## src/rtl/tx_throttle_pkg.sv

```systemverilog
package tx_throttle_pkg;

    localparam int FACTOR_W = 10;

    typedef enum logic [2:0] {
        RATE_10G   = 3'b000,
        RATE_5G    = 3'b001,
        RATE_2G5   = 3'b010,
        RATE_1G    = 3'b011,
        RATE_100M  = 3'b100,
        RATE_10M   = 3'b101,
        RATE_SPARE6 = 3'b110,
        RATE_SPARE7 = 3'b111
    } link_rate_e;

    typedef struct packed {
        logic active;
        logic start;
        logic done;
    } frame_evt_t;

    // Extra idle cycles owed per occupied cycle (ratio minus one).
    function automatic logic [FACTOR_W-1:0] pad_factor(input logic [2:0] code);
        case (link_rate_e'(code))
            RATE_5G:   return FACTOR_W'(1);
            RATE_2G5:  return FACTOR_W'(3);
            RATE_1G:   return FACTOR_W'(9);
            RATE_100M: return FACTOR_W'(99);
            RATE_10M:  return FACTOR_W'(999);
            default:   return '0;
        endcase
    endfunction

endpackage

```

## src/rtl/tx_thr_rate_latch.sv

```systemverilog
module tx_thr_rate_latch
    import tx_throttle_pkg::*;
(
    input  logic                clk,
    input  logic                rst,
    input  logic                capture,
    input  logic [2:0]          code,
    output logic [FACTOR_W-1:0] factor_q
);
    always_ff @(posedge clk) begin
        if (rst) begin
            factor_q <= '0;
        end else if (capture) begin
            factor_q <= pad_factor(code);
        end
    end
endmodule

```

## src/rtl/tx_thr_occ_counter.sv

```systemverilog
module tx_thr_occ_counter #(
    parameter int OCC_W   = 16,
    parameter bit SAT_OCC = 1'b1
) (
    input  logic             clk,
    input  logic             rst,
    input  logic             start,
    input  logic             active,
    output logic [OCC_W-1:0] occ
);
    logic [OCC_W-1:0] occ_next;

    generate
        if (SAT_OCC) begin : g_sat
            always_comb occ_next = (&occ) ? occ : occ + 1'b1;
        end else begin : g_wrap
            always_comb occ_next = occ + 1'b1;
        end
    endgenerate

    always_ff @(posedge clk) begin
        if (rst) begin
            occ <= '0;
        end else if (start) begin
            occ <= OCC_W'(1);
        end else if (active) begin
            occ <= occ_next;
        end
    end
endmodule

```

## src/rtl/tx_thr_pad_timer.sv

```systemverilog
module tx_thr_pad_timer #(
    parameter int PAD_W = 24
) (
    input  logic             clk,
    input  logic             rst,
    input  logic             load,
    input  logic [PAD_W-1:0] load_val,
    output logic             pad_active,
    output logic [PAD_W-1:0] pad_rem
);
    always_ff @(posedge clk) begin
        if (rst) begin
            pad_rem <= '0;
        end else if (load) begin
            pad_rem <= load_val;
        end else if (pad_rem != '0) begin
            pad_rem <= pad_rem - 1'b1;
        end
    end

    assign pad_active = (pad_rem != '0);
endmodule

```

## src/rtl/tx_throttle.sv

```systemverilog
module tx_throttle
    import tx_throttle_pkg::*;
#(
    parameter int OCC_W   = 16,
    parameter int PAD_W   = 24,
    parameter bit SAT_OCC = 1'b1
) (
    input  logic       clk,
    input  logic       rst,
    input  logic [2:0] link_speed,
    input  logic       gen_busy,
    input  logic       gen_idle_gap,
    output logic       busy_out
);
    localparam int PROD_W = OCC_W + FACTOR_W;

    frame_evt_t          evt;
    logic                in_frame;
    logic [FACTOR_W-1:0] factor_q;
    logic [OCC_W-1:0]    occ;
    logic [PROD_W-1:0]   prod;
    logic [PAD_W-1:0]    extra;
    logic [PAD_W-1:0]    load_val;
    logic                pad_active;
    logic [PAD_W-1:0]    pad_rem;

    always_comb begin
        evt.active = gen_busy | gen_idle_gap;
        evt.start  = !in_frame && evt.active;
        evt.done   = in_frame && !evt.active;
    end

    always_ff @(posedge clk) begin
        if (rst) begin
            in_frame <= 1'b0;
        end else if (evt.start) begin
            in_frame <= 1'b1;
        end else if (evt.done) begin
            in_frame <= 1'b0;
        end
    end

    tx_thr_rate_latch u_rate (
        .clk      (clk),
        .rst      (rst),
        .capture  (evt.start),
        .code     (link_speed),
        .factor_q (factor_q)
    );

    tx_thr_occ_counter #(.OCC_W(OCC_W), .SAT_OCC(SAT_OCC)) u_occ (
        .clk    (clk),
        .rst    (rst),
        .start  (evt.start),
        .active (evt.active),
        .occ    (occ)
    );

    assign prod = PROD_W'(occ) * PROD_W'(factor_q);

    generate
        if (PROD_W > PAD_W) begin : g_clip
            always_comb extra = (|prod[PROD_W-1:PAD_W]) ? {PAD_W{1'b1}} : prod[PAD_W-1:0];
        end else begin : g_widen
            always_comb extra = PAD_W'(prod);
        end
    endgenerate

    // The cycle in which the flags fall already counts as the first padded cycle.
    assign load_val = (extra == '0) ? '0 : extra - 1'b1;

    tx_thr_pad_timer #(.PAD_W(PAD_W)) u_pad (
        .clk        (clk),
        .rst        (rst),
        .load       (evt.done),
        .load_val   (load_val),
        .pad_active (pad_active),
        .pad_rem    (pad_rem)
    );

    assign busy_out = evt.active | (evt.done && (extra != '0)) | pad_active;

endmodule

```

## config.mk

```make
export PLATFORM = sky130hd
export DESIGN_NAME = tx_throttle
export DESIGN_NICKNAME = d
export VERILOG_FILES = /design/src/rtl/tx_throttle_pkg.sv /design/src/rtl/tx_thr_rate_latch.sv /design/src/rtl/tx_thr_occ_counter.sv /design/src/rtl/tx_thr_pad_timer.sv /design/src/rtl/tx_throttle.sv
export SDC_FILE = /design/constraint.sdc
export NUM_CORES = 1
export LEC_CHECK = 0
export ABC_AREA = 1
export BUFFER_PORTS_ARGS = -buffer_cell sky130_fd_sc_hd__buf_2
export CORE_MARGIN = 2
export CORE_UTILIZATION = 40
export CTS_BUF_LIST = sky130_fd_sc_hd__clkbuf_2
export DETAILED_ROUTE_END_ITERATION = 8
export PLACE_DENSITY = 0.57
export SETUP_SLACK_MARGIN = 0.05
export SYNTH_ARGS = -nofsm -noshare
export SYNTH_HDL_FRONTEND = slang
export SYNTH_SLANG_ARGS = --single-unit
```

## constraint.sdc

```tcl
create_clock -name clk -period 12.25 [get_ports clk]
set_input_delay 1.225 -clock clk [delete_from_list [all_inputs] [get_ports clk]]
set_output_delay 1.225 -clock clk [all_outputs]
set_load 0.02 [all_outputs]
```

Word level (Yosys, flattened, before mapping)
Cells that the tools add are included.

operators by class
  $add $sub $neg = 3
  $mul = 1
  equal/unequal tests = 6
  multiplexer cells = 10
  bitwise logic cells = 4
  reductions and logical operators = 16

operators with widths
  cell                   count
  $mux 24                4
  $pmux 10 s5            1
  $reduce_bool 24->1     2
  $sub 24x1->24 const B  2
  $mul 16x10->26         1
  $logic_not 24->1       1
  $add 16x1->16 const B  1
  $reduce_and 16->1      1
  $eq 3x2->1 const B     2
  $eq 3x3->1 const B     2
  $reduce_bool 2->1      3
  $mux 1                 5
  $reduce_and 2->1       2
  $reduce_or 2->1        2
  $eq 3x1->1 const B     1
  $logic_and 1x1->1      3
  $or 1x1->1             3
  $logic_not 1->1        2
  $ne 2x1->1 const B     1
  $not 1->1              1

word-level totals
  bits in registers = 51
  input bits = 7
  output and inout bits = 1
  word-level logic and storage cells = 45

Longest topological paths before layout
  depth in word-level cells = 7
  depth in mapped cells = 39
  mapped depth without buffers = 37

Modules after synthesis
Synthesis repeated with hierarchy kept, for this count alone.

unflattened totals
  cell total of the unflattened synthesis = 1,536
  area, all modules = 9,758.1 µm²

modules (own cells, without submodules)
  module              times used  cells each  area each (µm²)  sequential area each (µm²)
  tx_throttle         1           1,095       6,956.7          20.0
  tx_thr_pad_timer    1           262         1,666.6          480.5
  tx_thr_occ_counter  1           141         883.3            320.3
  tx_thr_rate_latch   1           38          251.5            100.1

Worst setup path before layout
No wires, ideal clock.

  path kind = reg2out
  start = register u_rate.factor_q[8]
  end = output busy_out
  arrival = 6.227 ns
  required time = 11.025 ns
  path slack = 4.798 ns
  stages on the path, launching flop included = 33
  buffers on the path = 3
  cells stage by stage = dfxtp_1 clkbuf_1 clkbuf_1 nand2_1 inv_1 fa_1 fa_1 inv_1 fa_1 inv_1 fa_1 inv_1 fa_1 inv_1 ha_1 nand2_1 inv_1 a21oi_1 nand2_2 nand2_1 nand4_1 nand2_4 nand2_1 clkbuf_1 a21oi_1 ha_1 inv_1 nor3_1 nand3_1 nor2_1 nand2_1 nand2_1 nand3_1

on the way
  word-level cells in the longest chain between the ends = 7

ends and longest elaborated chain
  element                    RTL line                 text
  from (decl)                tx_thr_rate_latch.sv:8   output logic [FACTOR_W-1:0] factor_q
  from (signal assigned)     tx_thr_rate_latch.sv:14  factor_q <= pad_factor(code);
  $mul 16x10->26 *           tx_throttle.sv:59        assign prod = PROD_W'(occ) * PROD_W'(factor_q);
  $reduce_or 2->1            tx_throttle.sv:63        always_comb extra = (|prod[PROD_W-1:PAD_W]) ? {PAD_W{1'b1}} : prod[PAD_W-1:0];
  $mux 24 *                  tx_throttle.sv:63
  $reduce_bool 24->1 *       tx_throttle.sv:81        assign busy_out = evt.active | (evt.done && (extra != '0)) | pad_active;
  $logic_and 1x1->1 *        tx_throttle.sv:81
  $or 1x1->1 * (2 in a row)  tx_throttle.sv:81
  to (decl)                  tx_throttle.sv:13        output logic busy_out

Every way passes the cells marked *; elsewhere a longest branch is shown, timed or not.

Final worst setup path
Ends and elaborated chain as after synthesis.

==> results.py <==
metrics = {
    "grt": {
        "grt_pass1_wl_um": 36900,
        "antenna_found_initial": 1,
        "grt-ovfl-total": 0,
        "track_usage": 0.206,
        "grt_pass1_vias": 7478,
        "grt_max_degree": 24,
    },
    "cells_and_area": {
        "synthToLayoutAreaGrowth_pct": 3.84,
        "fin_nets": 1440,
        "fillers": 2264,
        "drive_above_1_share": 0.0413,
        "fin_util": 0.422,
    },
    "timing": {
        "timing.final.max_slew_violations": 0,
        "slew_headroom": 0.309,
        "min_period_over_period": 0.728,
        "setup_viol": 0,
        "fin_skew_ns": 0.0443,
        "max_freq_ghz": 0.112,
        "rsz0062_at_grt": "no",
        "period_minus_slack_ns": 8.92,
        "hold_viol": 0,
        "setup_tns_ns": 0,
        "tightestPinTransition_ns": 1.03,
        "finalWorstSetupSlack_ns": 3.33,
        "holdWs_ns": 0.500,
    },
    "routing": {
        "drt-initial-drc-count": 477,
        "drt-pass1-iter-count": 4,
        "wl_met3_um": 1120,
        "wl_um": 21600,
        "detail-route-antenna-nets": 0,
        "wl_per_cell_um": 14.1,
        "wl_met1_um": 10600,
        "wl_met2_um": 9630,
        "vias_per_cell": 4.90,
        "vias": 7526,
        "top_layer_used": "met4",
        "post-route-drc-count": 0,
    },
    "synth": {
        "synth_common_cells": "nand2_1 (301), inv_1 (294), nor2_1 (123), ha_1 (88), fa_1 (86)",
        "ys_seq_elements": 46,
        "synthDistinctLibCells": 42,
        "synth_flop_cell": "dfxtp_1",
        "synth_edf_count": 0,
        "synth_area_leader_cell": "fa_1",
        "synth_top_area_frac": 0.203,
        "yosys_warnings": 0,
        "yosysSeqAreaShare": 0.109,
        "syn_area_um2": 8480,
        "synthArstFlopShare": 0,
        "synth_area_leaders": "fa_1 (20%), nand2_1 (13%), inv_1 (13%)",
        "syn_inst": 1275,
        "synth_fp_nets": 1456,
        "synth.most_common_cell": "nand2_1",
        "post_synth.cell_area_avg_um2": 6.65,
    },
    "clock_network": {
        "ctsHoldBuffers": 0,
        "numClockSinks": 46,
        "cts_max_path_buffers": 2,
        "cts_root_buffer": "clkbuf_2",
        "clkSlewWorstSetupHoldPaths_ns": 0.31,
        "htree_levels": 2,
        "cts_tree": "yes",
        "postCtsSetupBuffers": 0,
        "clock_latency_ns": 0.48,
        "cts-resized-gates": 0,
        "numCtsBuffers": 5,
    },
    "critical_path": {
        "worstPathRequired_ns": 11.02,
        "crit_path_top_delay_cell": "dfxtp_1",
        "critPathKind": "reg -> out",
        "critical_path_arrival_ns": 7.69,
        "cp-start-kind": "flop",
        "crit_fanout": 17,
        "cpPeakStageDelay_ns": 0.83,
        "end_kind": "output pin",
        "path_common_cell": "nand2_1",
    },
    "power": {
        "clkPwrFrac": 0.150,
        "leakage_nw": 5.29,
        "p_total_w": 0.000638,
        "switching_share": 0.464,
        "intPower_w": 0.000342,
        "vdd_ir_drop_max_v": 0.0000382,
        "seqPwrFrac": 0.346,
        "p_comb_frac": 0.504,
        "power.density_nw_per_um2": 72.5,
        "power.switching_w": 0.000296,
    },
    "die": {
        "rows": 53,
        "die_w_um": 150,
        "pin_count": 8,
        "die_h_um": 150,
        "die-area_um2": 22400,
        "start_util": 0.406,
        "core_um2": 20900,
    },
    "place": {
        "place_ws_ns": 3.97,
        "portBuffers": 7,
        "place_congestion": 0.936,
        "dp_hpwl_um": 18200,
    },
    "status": {
        "status": "completed",
    },
    "min_path": {
        "hp-class": "reg -> reg",
    },
    "run": {
        "max-cap-violations": 0,
    },
}
[power groups by stage]
stage | clock (W) | sequential [W] | combinational [W]
floorplan | 0 | 0.000208 | 0.000268
global placement | 0 | 0.000224 | 0.000319
detailed placement | 0 | 0.000223 | 0.000321
CTS | 0.0000962 | 0.000220 | 0.000323
global route | 0.000102 | 0.000226 | 0.000373
finish | 0.0000955 | 0.000221 | 0.000322
[critical path, delay by kind of cell, from the launching register on]
family                   cells  cell delay [ns]
adder cells (fa/ha/maj)      7             2.83
AND/OR/NAND/NOR             16             2.39
flip-flops                   1             0.83
AO/OA/AOI/OAI                3             0.77
buffers and inverters        5             0.40
[layout by cell type (no fill, tap or decap), types with 2 or more instances in the layout]
master and n:
and2_1 2, nand2_4 2, a21boi_0 2, clkbuf_2 6
nor4_1 4, o21ai_0 44, a211oi_1 2, nor2_2 7
a31oi_1 4, buf_2 7, nand2_1 301, nor2_1 123
inv_1 294, o21bai_1 8, nor2_4 4, nand3_2 7
nand3b_1 8, xnor2_1 14, xor2_1 23, fa_1 86
buf_4 2, nand4_1 19, a21oi_1 63, nand3_1 53
dfxtp_1 46, or2_2 6, nand2_2 5, nor3_1 15
o31ai_1 2, ha_1 88
[final timing paths]
check | start | to | slack, ns | cells past startpoint
max | u_rate.factor_q[8]$_SDFFE_PP0P_ | busy_out | 3.33 | 31
min | in_frame$_SDFFE_PP0P_ | in_frame$_SDFFE_PP0P_ | 0.50 | 2
max reg2reg | u_rate.factor_q[8]$_SDFFE_PP0P_ | u_pad.pad_rem[14]$_SDFFE_PP0P_ | 4.80 | 31
min reg2reg | in_frame$_SDFFE_PP0P_ | in_frame$_SDFFE_PP0P_ | 0.50 | 2
[state kept, by name (all words and copies together), names as in the netlist]
signal / count
u_pad.pad_rem: 24
in_frame: 1
u_occ.occ: 16
u_rate.factor_q: 5
[routing by layer]
metal,up-vias,global-route usage
met2,141,0.343
met3,20,0.0232
met4,0,0.0381
met1,3507,0.291
met5,-,0
li1,3858,-
[cell type report]
cell class / count / area, µm² / share of cell area
Sequential cell: 46 / 921 / 0.105
Timing Repair Buffer: 9 / 50.0 / 0.00568
Tap cell: 275 / 344 / 0.0391
Clock buffer: 6 / 30.0 / 0.00341
Multi-Input combinational cell: 903 / 6320 / 0.717
Inverter: 294 / 1100 / 0.125
Antenna cell: 1 / 2.50 / 0.000284
Clock inverter: 2 / 37.5 / 0.00426
[metrics by stage]
stage / instance area, µm² / std cells
floorplan: 8480 / 1275
global placement: 8730 / 1527
detailed placement: 8730 / 1527
CTS: 8800 / 1535
global route: 8800 / 1536
finish: 8800 / 1536
[logic make-up after synthesis]
group | count (synthesis) | share of synthesized area
AND/OR/NAND/NOR | 560 | 0.288
buffers and inverters | 326 | 0.147
adder cells (fa/ha/maj) | 174 | 0.333
AO/OA/AOI/OAI | 132 | 0.0854
flip-flops | 46 | 0.109
XOR/XNOR | 37 | 0.0382
Power figures use the tool's default switching activity.
